[config.mk]
export PLATFORM = sky130hd
export DESIGN_NAME = rtc_counter_top
export DESIGN_NICKNAME = d
export VERILOG_FILES = /design/src/rtl/rtc_counter_pkg.sv /design/src/rtl/rtc_strobe_gen.sv /design/src/rtl/rtc_timebase.sv /design/src/rtl/rtc_countdown.sv /design/src/rtl/rtc_counter_top.sv
export SDC_FILE = /design/constraint.sdc
export NUM_CORES = 1
export LEC_CHECK = 0
export CAP_MARGIN = 20
export CORE_AREA = 5 5 239 241
export CTS_BUF_LIST = sky130_fd_sc_hd__clkbuf_2
export DETAILED_ROUTE_END_ITERATION = 10
export DIE_AREA = 0 0 244 246
export SLEW_MARGIN = 5
export SYNTH_ARGS = -nofsm -noshare
export SYNTH_HDL_FRONTEND = slang
export SYNTH_SLANG_ARGS = --single-unit
[constraint.sdc]
create_clock -name clk -period 6.3 [get_ports clk]
set_clock_uncertainty 0.1 [all_clocks]
set_input_delay 1.26 -clock clk [delete_from_list [all_inputs] [get_ports clk]]
set_output_delay 1.26 -clock clk [all_outputs]
set_load 0.05 [all_outputs]
[src/rtl/rtc_counter_pkg.sv]
package rtc_counter_pkg;

    localparam int DATA_W = 32;
    localparam int ADDR_W = 8;
    localparam int EVT_N  = 5;
    localparam int ALM_N  = 3;
    localparam int CDN_N  = 2;

    localparam logic [ADDR_W-1:0] ADR_BUSY   = 8'h04;
    localparam logic [ADDR_W-1:0] ADR_SEC    = 8'h08;
    localparam logic [ADDR_W-1:0] ADR_SHADOW = 8'h0C;
    localparam logic [ADDR_W-1:0] ADR_MSEC   = 8'h10;
    localparam logic [ADDR_W-1:0] ADR_ALM0   = 8'h14;
    localparam logic [ADDR_W-1:0] ADR_ALM1   = 8'h18;
    localparam logic [ADDR_W-1:0] ADR_MALM   = 8'h1C;
    localparam logic [ADDR_W-1:0] ADR_SCDN   = 8'h20;
    localparam logic [ADDR_W-1:0] ADR_MCDN   = 8'h24;
    localparam logic [ADDR_W-1:0] ADR_MASK   = 8'h28;
    localparam logic [ADDR_W-1:0] ADR_STAT   = 8'h2C;

    localparam int ERR_BIT = 1;

    // strobes produced by the slow-clock front end
    typedef struct packed {
        logic msec;   // one millisecond step
        logic copy;   // load bus-side copy from live counters
    } strobe_t;

    function automatic logic [ADDR_W-1:0] alarm_addr(input int idx);
        case (idx)
            0:       return ADR_ALM0;
            1:       return ADR_ALM1;
            default: return ADR_MALM;
        endcase
    endfunction

    function automatic logic [ADDR_W-1:0] cdn_addr(input int idx);
        return (idx == 0) ? ADR_SCDN : ADR_MCDN;
    endfunction

    // alarm fires when the counter takes a new value equal to a non-zero target
    function automatic logic alarm_hit(input logic upd,
                                       input logic [DATA_W-1:0] next_val,
                                       input logic [DATA_W-1:0] target);
        return upd && (target != '0) && (next_val == target);
    endfunction

endpackage

[src/rtl/rtc_strobe_gen.sv]
module rtc_strobe_gen
    import rtc_counter_pkg::*;
#(
    parameter int FRAC_INC   = 1000,
    parameter int FRAC_MOD   = 32768,
    parameter int COPY_TICKS = 8
) (
    input  logic    clk,
    input  logic    rst,
    input  logic    slow_clk_i,
    output strobe_t strb_o,
    output logic    busy_o
);
    localparam int ACC_W = $clog2(FRAC_MOD + FRAC_INC + 1);
    localparam int PH_W  = (COPY_TICKS > 2) ? $clog2(COPY_TICKS) : 1;

    logic [2:0]       sync_q;
    logic [ACC_W-1:0] acc_q;
    logic [ACC_W-1:0] acc_sum;
    logic [PH_W-1:0]  phase_q;
    logic             copy_pend_q;
    logic             slow_edge;
    logic             ms_ovf;
    logic             last_phase;

    always_comb begin
        slow_edge  = sync_q[1] & ~sync_q[2];
        acc_sum    = acc_q + ACC_W'(FRAC_INC);
        ms_ovf     = (acc_sum >= ACC_W'(FRAC_MOD));
        last_phase = (phase_q == PH_W'(COPY_TICKS - 1));
    end

    always_ff @(posedge clk) begin
        if (rst) begin
            sync_q      <= '0;
            acc_q       <= '0;
            phase_q     <= '0;
            copy_pend_q <= 1'b0;
        end else begin
            sync_q      <= {sync_q[1:0], slow_clk_i};
            copy_pend_q <= slow_edge & last_phase;
            if (slow_edge) begin
                acc_q   <= ms_ovf ? (acc_sum - ACC_W'(FRAC_MOD)) : acc_sum;
                phase_q <= last_phase ? '0 : phase_q + 1'b1;
            end
        end
    end

    always_comb begin
        strb_o.msec = slow_edge & ms_ovf;
        strb_o.copy = copy_pend_q;
        busy_o      = last_phase | copy_pend_q;
    end

endmodule

[src/rtl/rtc_timebase.sv]
module rtc_timebase #(
    parameter int SEC_W   = 32,
    parameter int MS_WRAP = 1000,
    localparam int MS_W   = $clog2(MS_WRAP)
) (
    input  logic             clk,
    input  logic             rst,
    input  logic             ms_step_i,
    input  logic             sec_load_i,
    input  logic [SEC_W-1:0] sec_wval_i,
    output logic [MS_W-1:0]  ms_q,
    output logic [SEC_W-1:0] sec_q,
    output logic [MS_W-1:0]  ms_next,
    output logic [SEC_W-1:0] sec_next,
    output logic             ms_upd,
    output logic             sec_upd,
    output logic             sec_roll
);
    always_comb begin
        sec_roll = ms_step_i && (ms_q == MS_W'(MS_WRAP - 1));
        if (!ms_step_i)    ms_next = ms_q;
        else if (sec_roll) ms_next = '0;
        else               ms_next = ms_q + 1'b1;
        if (sec_load_i)    sec_next = sec_wval_i;
        else if (sec_roll) sec_next = sec_q + 1'b1;
        else               sec_next = sec_q;
        ms_upd  = ms_step_i;
        sec_upd = sec_load_i | sec_roll;
    end

    always_ff @(posedge clk) begin
        if (rst) begin
            ms_q  <= '0;
            sec_q <= '0;
        end else begin
            ms_q  <= ms_next;
            sec_q <= sec_next;
        end
    end

endmodule

[src/rtl/rtc_countdown.sv]
module rtc_countdown #(
    parameter int CNT_W = 16
) (
    input  logic             clk,
    input  logic             rst,
    input  logic             load_i,
    input  logic [CNT_W-1:0] load_val_i,
    input  logic             step_i,
    output logic [CNT_W-1:0] cnt_o,
    output logic             fire_o
);
    logic [CNT_W-1:0] cnt_q;

    always_ff @(posedge clk) begin
        if (rst)                          cnt_q <= '0;
        else if (load_i)                  cnt_q <= load_val_i;
        else if (step_i && cnt_q != '0)   cnt_q <= cnt_q - 1'b1;
    end

    assign fire_o = step_i && !load_i && (cnt_q == CNT_W'(1));
    assign cnt_o  = cnt_q;

endmodule

[src/rtl/rtc_counter_top.sv]
module rtc_counter_top
    import rtc_counter_pkg::*;
#(
    parameter int SEC_W      = 32,
    parameter int MS_WRAP    = 1000,
    parameter int FRAC_INC   = 1000,
    parameter int FRAC_MOD   = 32768,
    parameter int COPY_TICKS = 8,
    parameter int CDN_W      = 16
) (
    input  logic              clk,
    input  logic              rst,
    input  logic              slow_clk_i,
    input  logic [ADDR_W-1:0] bus_addr_i,
    input  logic              bus_wr_i,
    input  logic              bus_rd_i,
    input  logic [DATA_W-1:0] bus_wdata_i,
    output logic [DATA_W-1:0] bus_rdata_o,
    output logic              irq_o
);
    localparam int MS_W = $clog2(MS_WRAP);

    strobe_t           strb;
    logic              busy;
    logic              wr_ok;
    logic              err_q;

    logic [MS_W-1:0]   ms_live, ms_next;
    logic [SEC_W-1:0]  sec_live, sec_next;
    logic              ms_upd, sec_upd, sec_roll;

    logic [SEC_W-1:0]  sec_bus_q;
    logic [MS_W-1:0]   ms_bus_q;
    logic [SEC_W-1:0]  shadow_q;

    logic [DATA_W-1:0] alm_q [ALM_N];
    logic [ALM_N-1:0]  alm_fire;
    logic [CDN_W-1:0]  cdn_cnt [CDN_N];
    logic [CDN_N-1:0]  cdn_fire;
    logic [EVT_N-1:0]  evt_set, evt_clr;
    logic [EVT_N-1:0]  mask_q, status_q;

    logic [DATA_W-1:0] sec_bus_w, shadow_w, ms_live_w;

    rtc_strobe_gen #(
        .FRAC_INC  (FRAC_INC),
        .FRAC_MOD  (FRAC_MOD),
        .COPY_TICKS(COPY_TICKS)
    ) u_strobe (
        .clk       (clk),
        .rst       (rst),
        .slow_clk_i(slow_clk_i),
        .strb_o    (strb),
        .busy_o    (busy)
    );

    assign wr_ok = bus_wr_i & ~busy;

    rtc_timebase #(
        .SEC_W  (SEC_W),
        .MS_WRAP(MS_WRAP)
    ) u_time (
        .clk       (clk),
        .rst       (rst),
        .ms_step_i (strb.msec),
        .sec_load_i(wr_ok && bus_addr_i == ADR_SEC),
        .sec_wval_i(bus_wdata_i[SEC_W-1:0]),
        .ms_q      (ms_live),
        .sec_q     (sec_live),
        .ms_next   (ms_next),
        .sec_next  (sec_next),
        .ms_upd    (ms_upd),
        .sec_upd   (sec_upd),
        .sec_roll  (sec_roll)
    );

    // alarm comparators: two on seconds, one on milliseconds
    for (genvar a = 0; a < ALM_N; a++) begin : g_alarm
        logic [DATA_W-1:0] cur;
        logic              upd;
        if (a < 2) begin : g_sec
            assign cur = DATA_W'(sec_next);
            assign upd = sec_upd;
        end else begin : g_ms
            assign cur = DATA_W'(ms_next);
            assign upd = ms_upd;
        end
        assign alm_fire[a] = alarm_hit(upd, cur, alm_q[a]);
    end

    // countdowns: index 0 steps on seconds rollover, index 1 on milliseconds
    for (genvar c = 0; c < CDN_N; c++) begin : g_cdn
        logic step;
        if (c == 0) begin : g_s
            assign step = sec_roll;
        end else begin : g_m
            assign step = strb.msec;
        end
        rtc_countdown #(.CNT_W(CDN_W)) u_cdn (
            .clk       (clk),
            .rst       (rst),
            .load_i    (wr_ok && bus_addr_i == cdn_addr(c)),
            .load_val_i(bus_wdata_i[CDN_W-1:0]),
            .step_i    (step),
            .cnt_o     (cdn_cnt[c]),
            .fire_o    (cdn_fire[c])
        );
    end

    always_comb begin
        evt_set = {cdn_fire, alm_fire};
        evt_clr = (wr_ok && bus_addr_i == ADR_STAT) ? bus_wdata_i[EVT_N-1:0] : '0;
    end

    always_ff @(posedge clk) begin
        if (rst) begin
            sec_bus_q <= '0;
            ms_bus_q  <= '0;
            shadow_q  <= '0;
            err_q     <= 1'b0;
            mask_q    <= '0;
            status_q  <= '0;
            for (int a = 0; a < ALM_N; a++) alm_q[a] <= '0;
        end else begin
            if (strb.copy) begin
                sec_bus_q <= sec_live;
                ms_bus_q  <= ms_live;
            end else if (wr_ok && bus_addr_i == ADR_SEC) begin
                sec_bus_q <= bus_wdata_i[SEC_W-1:0];
            end
            if (bus_rd_i && bus_addr_i == ADR_MSEC) shadow_q <= sec_bus_q;
            if (bus_wr_i && busy)
                err_q <= 1'b1;
            else if (wr_ok && bus_addr_i == ADR_BUSY && bus_wdata_i[ERR_BIT])
                err_q <= 1'b0;
            if (wr_ok && bus_addr_i == ADR_MASK) mask_q <= bus_wdata_i[EVT_N-1:0];
            for (int a = 0; a < ALM_N; a++)
                if (wr_ok && bus_addr_i == alarm_addr(a)) alm_q[a] <= bus_wdata_i;
            // a new event wins over a clear in the same cycle
            status_q <= (status_q & ~evt_clr) | evt_set;
        end
    end

    always_comb begin
        sec_bus_w = DATA_W'(sec_bus_q);
        shadow_w  = DATA_W'(shadow_q);
        ms_live_w = DATA_W'(ms_live);
    end

    always_comb begin
        bus_rdata_o = '0;
        if (bus_rd_i) begin
            case (bus_addr_i)
                ADR_BUSY:   bus_rdata_o[1:0] = {err_q, busy};
                ADR_SEC:    bus_rdata_o = sec_bus_w;
                ADR_SHADOW: bus_rdata_o = shadow_w;
                ADR_MSEC:   bus_rdata_o = DATA_W'(ms_bus_q);
                ADR_ALM0:   bus_rdata_o = alm_q[0];
                ADR_ALM1:   bus_rdata_o = alm_q[1];
                ADR_MALM:   bus_rdata_o = alm_q[2];
                ADR_SCDN:   bus_rdata_o = DATA_W'(cdn_cnt[0]);
                ADR_MCDN:   bus_rdata_o = DATA_W'(cdn_cnt[1]);
                ADR_MASK:   bus_rdata_o[EVT_N-1:0] = mask_q;
                ADR_STAT:   bus_rdata_o[EVT_N-1:0] = status_q;
                default:    bus_rdata_o = '0;
            endcase
        end
    end

    assign irq_o = |(status_q & mask_q);

endmodule

==> out/qor.csv, run 1 <==
metric,value,unit
status,completed,
All-Layer GR Usage,25.4,%
biggest area contributors in the synthesized netlist,"dfxtp_1, edfxtp_1, nand2_1",
Max Cap Viol,0,
Placeable Area,0.0547,sq mm
critical path class,input port to output port,
RSZ-0062 raised after global routing,no,
"area leader, netlist",dfxtp_1,
prevailing post-synth register cell,dfxtp_1,
Post-synth EDFFs,96,
setup repair bufs after CTS,0,
Final Hold Viols,0,
Final Max Slew Viols,0,
R2R Path Start,u_time.ms_q[0],
syn_area_per_cell,8.46,sq um
Top Ports,78,
Tmin final,5.39,ns
post-DP HPWL,57500,microns
# DRC,0,
Worst EP required,4.94,ns
Hold Buf Count CTS,0,
Worst-Margin Slew,1.01,ns
Critical Path Sink,bus_rdata_o[7],
routed len/inst,28.8,microns
Die Y,246,microns
"Async S/R FF share, synth",0,%
Die Wd,244,microns
syn_nets,1967,
Synth top area share,22.2,%
clk buf depth,3,
Worst Hold Margin,0.364,ns
Worst setup startpoint,bus_addr_i[3],
"Seq/Total Area, Yosys",40.0,%
Synth warnings,0,
Leak,0.00609,uW
Slew HR,31.8,%
Critical Path End Type,output port,
initial antenna violation count,7,
Critical Path Start Type,input port,
Clock Latency Late Sink,1.11,ns
TritonCTS clock tree,done,
setup TNS,0,ns
Mapped Cells,1913,
port bufs,77,
netlist area before placement,0.0162,sq mm
Sink Count,275,
largest net degree at the start of global routing,137,
Initial Util,29.6,%
pwr/cell area,200,mW/mm^2
Max IR drop VDD,119,uV
FMAX,186,MHz
maximum fanout along the worst path,34,
H-tree depth,3,
Netlist cell types,87,
Root Driver,clkbuf_2,
P&R area growth vs syn,15.4,%
Placer Congestion,1.06,
die area,0.0600,sq mm
setup violators final,0,
crit path DAT,4.03,ns
row cnt,86,
final WL,79300,microns
register bit count reported by yosys,275,
initial DRC count,2628,
vias in the first global route,16200,
first-pass GRT wire length,114000,microns
period utilization,85.5,%
clock-pin transition on the worst setup and hold timing paths,0.12,ns
"setup slack, reg-to-reg",1.61,ns
drt pass-1 iters,8,
FF-to-FF End,status_q[1],
layout cell share with drive strength beyond 1,13.1,%
Final nets,2033,
gr ovfl total,0,
FF-to-FF path depth,10,
antenna-violating nets left,0,
post-CTS sizing,0,
via/cell ratio,6.23,
worst min path class,flop to flop,
total CTS buffers,77,
Vias,17100,
-- layout make-up --
| type | count | area, sq um |
|---|---|---|
| timing repair buffer | 140 | 1280 |
| sequential | 275 | 6470 |
| fill | 5714 | 36000 |
| clock buffer | 108 | 541 |
| antenna | 5 | 12.5 |
| inverter | 43 | 161 |
| multi-input combinational | 1442 | 9040 |
| clock inverter | 35 | 292 |
| tap | 704 | 881 |
-- routing by layer --
layer	part of all wire [%]	global-route usage, %	up-vias
li1	-	-	7402
met1	40	33.7	8307
met2	43	38.4	1191
met3	11	6.31	245
met4	5.8	13.4	2
met5	0.023	0	-
-- critical path: stages --
cell	delay, ns
clkdlybuf4s50_1	0.64
or4b_4	0.71
nor2_2	0.14
buf_4	0.42
a222oi_1	0.20
a41oi_1	0.42
buf_12	0.20
-- cell usage after synthesis, types with 23 or more instances --
master,count
a222oi_1,28
dfxtp_1,179
mux2i_1,23
inv_1,43
or3_1,25
o21ai_0,47
nor3_1,53
clkbuf_1,126
a22oi_1,69
a31oi_1,42
xnor2_1,66
and2_1,47
a211oi_1,43
nand4_1,58
nor2_1,186
xor2_1,34
edfxtp_1,96
a21oi_1,97
nand2_1,215
nand3_1,60
nor4_1,67
-- registers in the layout (all words and copies together) (netlist names), 5 cells and up --
register           flops
shadow_q              32
status_q               5
sec_bus_q             32
mask_q                 5
u_strobe.acc_q        13
u_time.ms_q           10
u_time.sec_q          32
g_cdn.u_cdn.cnt_o     32
alm_q                 96
ms_bus_q              10
-- metrics by stage --
stage	std cells	power, uW	cell area [sq um]	setup WS [ns]	util [%]
global route	2749	3880	18700	0.860	34.1
floorplan	1913	2040	16200	1.01	-
detailed placement	2604	2200	17800	0.579	32.6
finish	2752	3740	18700	0.911	34.2
CTS	2747	3750	18700	0.886	34.1
global placement	2604	2200	17800	0.606	32.6
-- layout by cell type, fill, tap and decap left out, types with 14 or more instances in the layout --
master / synthesis / routed
a31oi_1: 42 / 42
edfxtp_1: 96 / 96
clkdlybuf4s50_1: 0 / 44
and3_1: 17 / 17
a211oi_1: 43 / 43
a22oi_1: 69 / 69
nand2_1: 215 / 215
o21ai_0: 47 / 47
clkinv_1: 0 / 18
or3_1: 25 / 25
xor2_1: 34 / 34
xnor2_1: 66 / 65
nand2b_1: 18 / 18
and2_1: 47 / 47
or4_1: 14 / 14
clkbuf_2: 1 / 108
nor2_1: 186 / 180
inv_1: 43 / 43
nand3_1: 60 / 59
a21oi_1: 97 / 97
buf_4: 0 / 86
a311oi_1: 14 / 14
dfxtp_1: 179 / 178
nor3_1: 53 / 53
a222oi_1: 28 / 28
mux2i_1: 23 / 22
nand4_1: 58 / 58
nor4_1: 67 / 64
-- kinds of logic (layout without fill, tap and decap cells) --
logic type / after synthesis / count (layout) / share of synthesized area [%]
AND/OR/NAND/NOR: 828 / 828 / 26.2
AO/OA/AOI/OAI: 474 / 474 / 21.0
flip-flops: 275 / 275 / 40.0
buffers and inverters: 196 / 326 / 4.66
XOR/XNOR: 102 / 102 / 5.65
multiplexers: 29 / 29 / 1.84
adder cells (fa/ha/maj): 9 / 9 / 0.696
other: 0 / 5 / 0
-- how the worst min path moves through the flow --
stage                             startpoint            endpoint  slack, ns  cells after the start
after floorplan           u_strobe.sync_q[0]  u_strobe.sync_q[1]       0.31                      1
after global placement           shadow_q[9]         shadow_q[9]       0.34                      2
after detailed placement         shadow_q[7]         shadow_q[7]       0.35                      2
after CTS                                rst       sec_bus_q[19]       0.31                      2
after global routing                     rst       sec_bus_q[19]       0.35                      2
final                           sec_bus_q[0]         shadow_q[0]       0.36                      2
-- where the power goes --
| group | internal (uW) | leakage, uW | switching, uW |
|---|---|---|---|
| clock | 684 | 0.000592 | 885 |
| sequential | 1860 | 0.00244 | 57.8 |
| combinational | 81.5 | 0.00305 | 173 |
No activity file was read; power rests on OpenSTA's default activity.
==> run 2: changes to the inputs <==
- MAX_ROUTING_LAYER: unset -> met4
==> out/qor.csv, run 2 (synthesized netlist as in run 1, its figures left out) <==
metric,value,unit,change
status,completed,,
antenna-violating nets left,0,,unchanged
Final Max Slew Viols,0,,unchanged
Placeable Area,0.0547,sq mm,unchanged
crit path DAT,3.98,ns,-0.05 ns
P&R area growth vs syn,14.7,%,
H-tree depth,3,,unchanged
row cnt,86,,unchanged
Switching Share,30.6,%,+0.75 points
Final Hold Viols,0,,unchanged
Placer Congestion,1.04,,-1.5%
Reg with most FFs,alm_q,,
Vias,17200,,+0.47%
FMAX,187,MHz,+0.91%
pwr/cell area,191,mW/mm^2,-4.7%
highest-count cells in the layout ignoring fill and taps,"nand2_1, nor2_1, dfxtp_1",,
Max IR drop VDD,116,uV,-2.5%
Worst Hold Margin,0.331,ns,-0.0332 ns
Comb pwr share,7.2,%,+0.4 points
max reg flops,96,,unchanged
Final nets,2035,,+0.098%
Clock power frac,38.7,%,-3.3 points
Pint,2460,uW,-6.3%
final WL,81800,microns,+3.1%
# DRC,0,,unchanged
post-DP HPWL,59800,microns,+4.1%
routed len/inst,29.7,microns,+3.0%
setup repair bufs after CTS,0,,unchanged
Critical Path End Type,output port,,
Top Ports,78,,unchanged
Die Y,246,microns,unchanged
layout cell share with drive strength beyond 1,13.5,%,+0.43 points
die area,0.0600,sq mm,unchanged
Critical Path Start Type,input port,,
TritonCTS clock tree,done,,
Worst EP required,4.94,ns,about the same
clk buf depth,3,,unchanged
Worst-Margin Slew,1.08,ns,+0.0605 ns
Clock Latency Late Sink,1.16,ns,+0.05 ns
maximum fanout along the worst path,33,,-2.9%
Die Wd,244,microns,unchanged
via/cell ratio,6.26,,+0.40%
Leak,0.00605,uW,-0.65%
largest net degree at the start of global routing,145,,+5.8%
Sink Count,275,,unchanged
"Power, Total",3540,uW,-5.3%
gr ovfl total,0,,unchanged
Reg power frac,54.1,%,+2.9 points
setup violators final,0,,unchanged
setup TNS,0,ns,unchanged
post-CTS sizing,0,,unchanged
first-pass GRT wire length,117000,microns,+2.7%
total CTS buffers,77,,unchanged
critical path class,input port to output port,,
Hold Buf Count CTS,0,,unchanged
RSZ-0062 raised after global routing,no,,
Max Cap Viol,0,,unchanged
All-Layer GR Usage,27.0,%,+1.6 points
vias in the first global route,16300,,+0.50%
port bufs,77,,unchanged
Root Driver,clkbuf_2,,
Final Util,33.9,%,-0.22 points
initial DRC count,2454,,-6.6%
clock-pin transition on the worst setup and hold timing paths,0.10,ns,-0.02 ns
Initial Util,29.6,%,unchanged
Tmin final,5.34,ns,-0.0484 ns
initial antenna violation count,2,,-5
period utilization,84.8,%,-0.77 points
Slew HR,27.6,%,-4.1 points
drt pass-1 iters,8,,unchanged
worst min path class,flop to flop,,
"commonest non-fill, non-tap cell in the layout",nand2_1,,
Psw,1080,uW,-2.9%
## run 2: path summary, 6_finish.rpt
path	end	depth (start not counted)	from	slack [ns]
max	bus_rdata_o[7]	7	bus_addr_i[3]	0.96
min	shadow_q[15]	2	sec_bus_q[15]	0.33
max reg2reg	status_q[0]	10	u_time.sec_q[0]	1.46
min reg2reg	shadow_q[15]	2	sec_bus_q[15]	0.33
## run 2: cell type report
class	count	area, sq um
well taps	704	881
inverters	43	161
diodes	6	15.0
clock inverters	20	101
repair buffers	142	1270
fillers	5731	36100
flip-flops and latches	275	6470
clock buffers	122	611
multi-input cells	1442	9050
## run 2: power groups by stage
stage / combinational (uW) / sequential (uW) / clock (uW)
6_report: 255 / 1920 / 1370
5_1_grt: 264 / 1920 / 1490
4_1_cts: 250 / 1910 / 1400
3_3_place_gp: 249 / 1950 / 0
2_1_floorplan: 119 / 1920 / 0
3_5_place_dp: 249 / 1950 / 0
## run 2: per-layer routing
| metal | GRT usage (%) | wire length (microns) |
|---|---|---|
| met1 | 35.2 | 33200 |
| met4 | 12.2 | 3950 |
| met5 | - | 0 |
| met3 | 6.50 | 8850 |
| met2 | 39.8 | 35700 |
## run 2: through the flow
stage,cell area (sq um),setup WS [ns],cells
final,18600,0.959,2754
after global routing,18500,0.911,2750
after CTS,18500,0.996,2748
after detailed placement,17800,0.640,2606
after global placement,17800,0.677,2606
after floorplan,16200,1.01,1913
## run 2: critical path, cell delays in order
cell and delay (ns):
clkdlybuf4s50_1 0.64, or4b_4 0.70, nor2_2 0.14, buf_4 0.40, a22oi_1 0.13, a41oi_1 0.47, buf_12 0.20
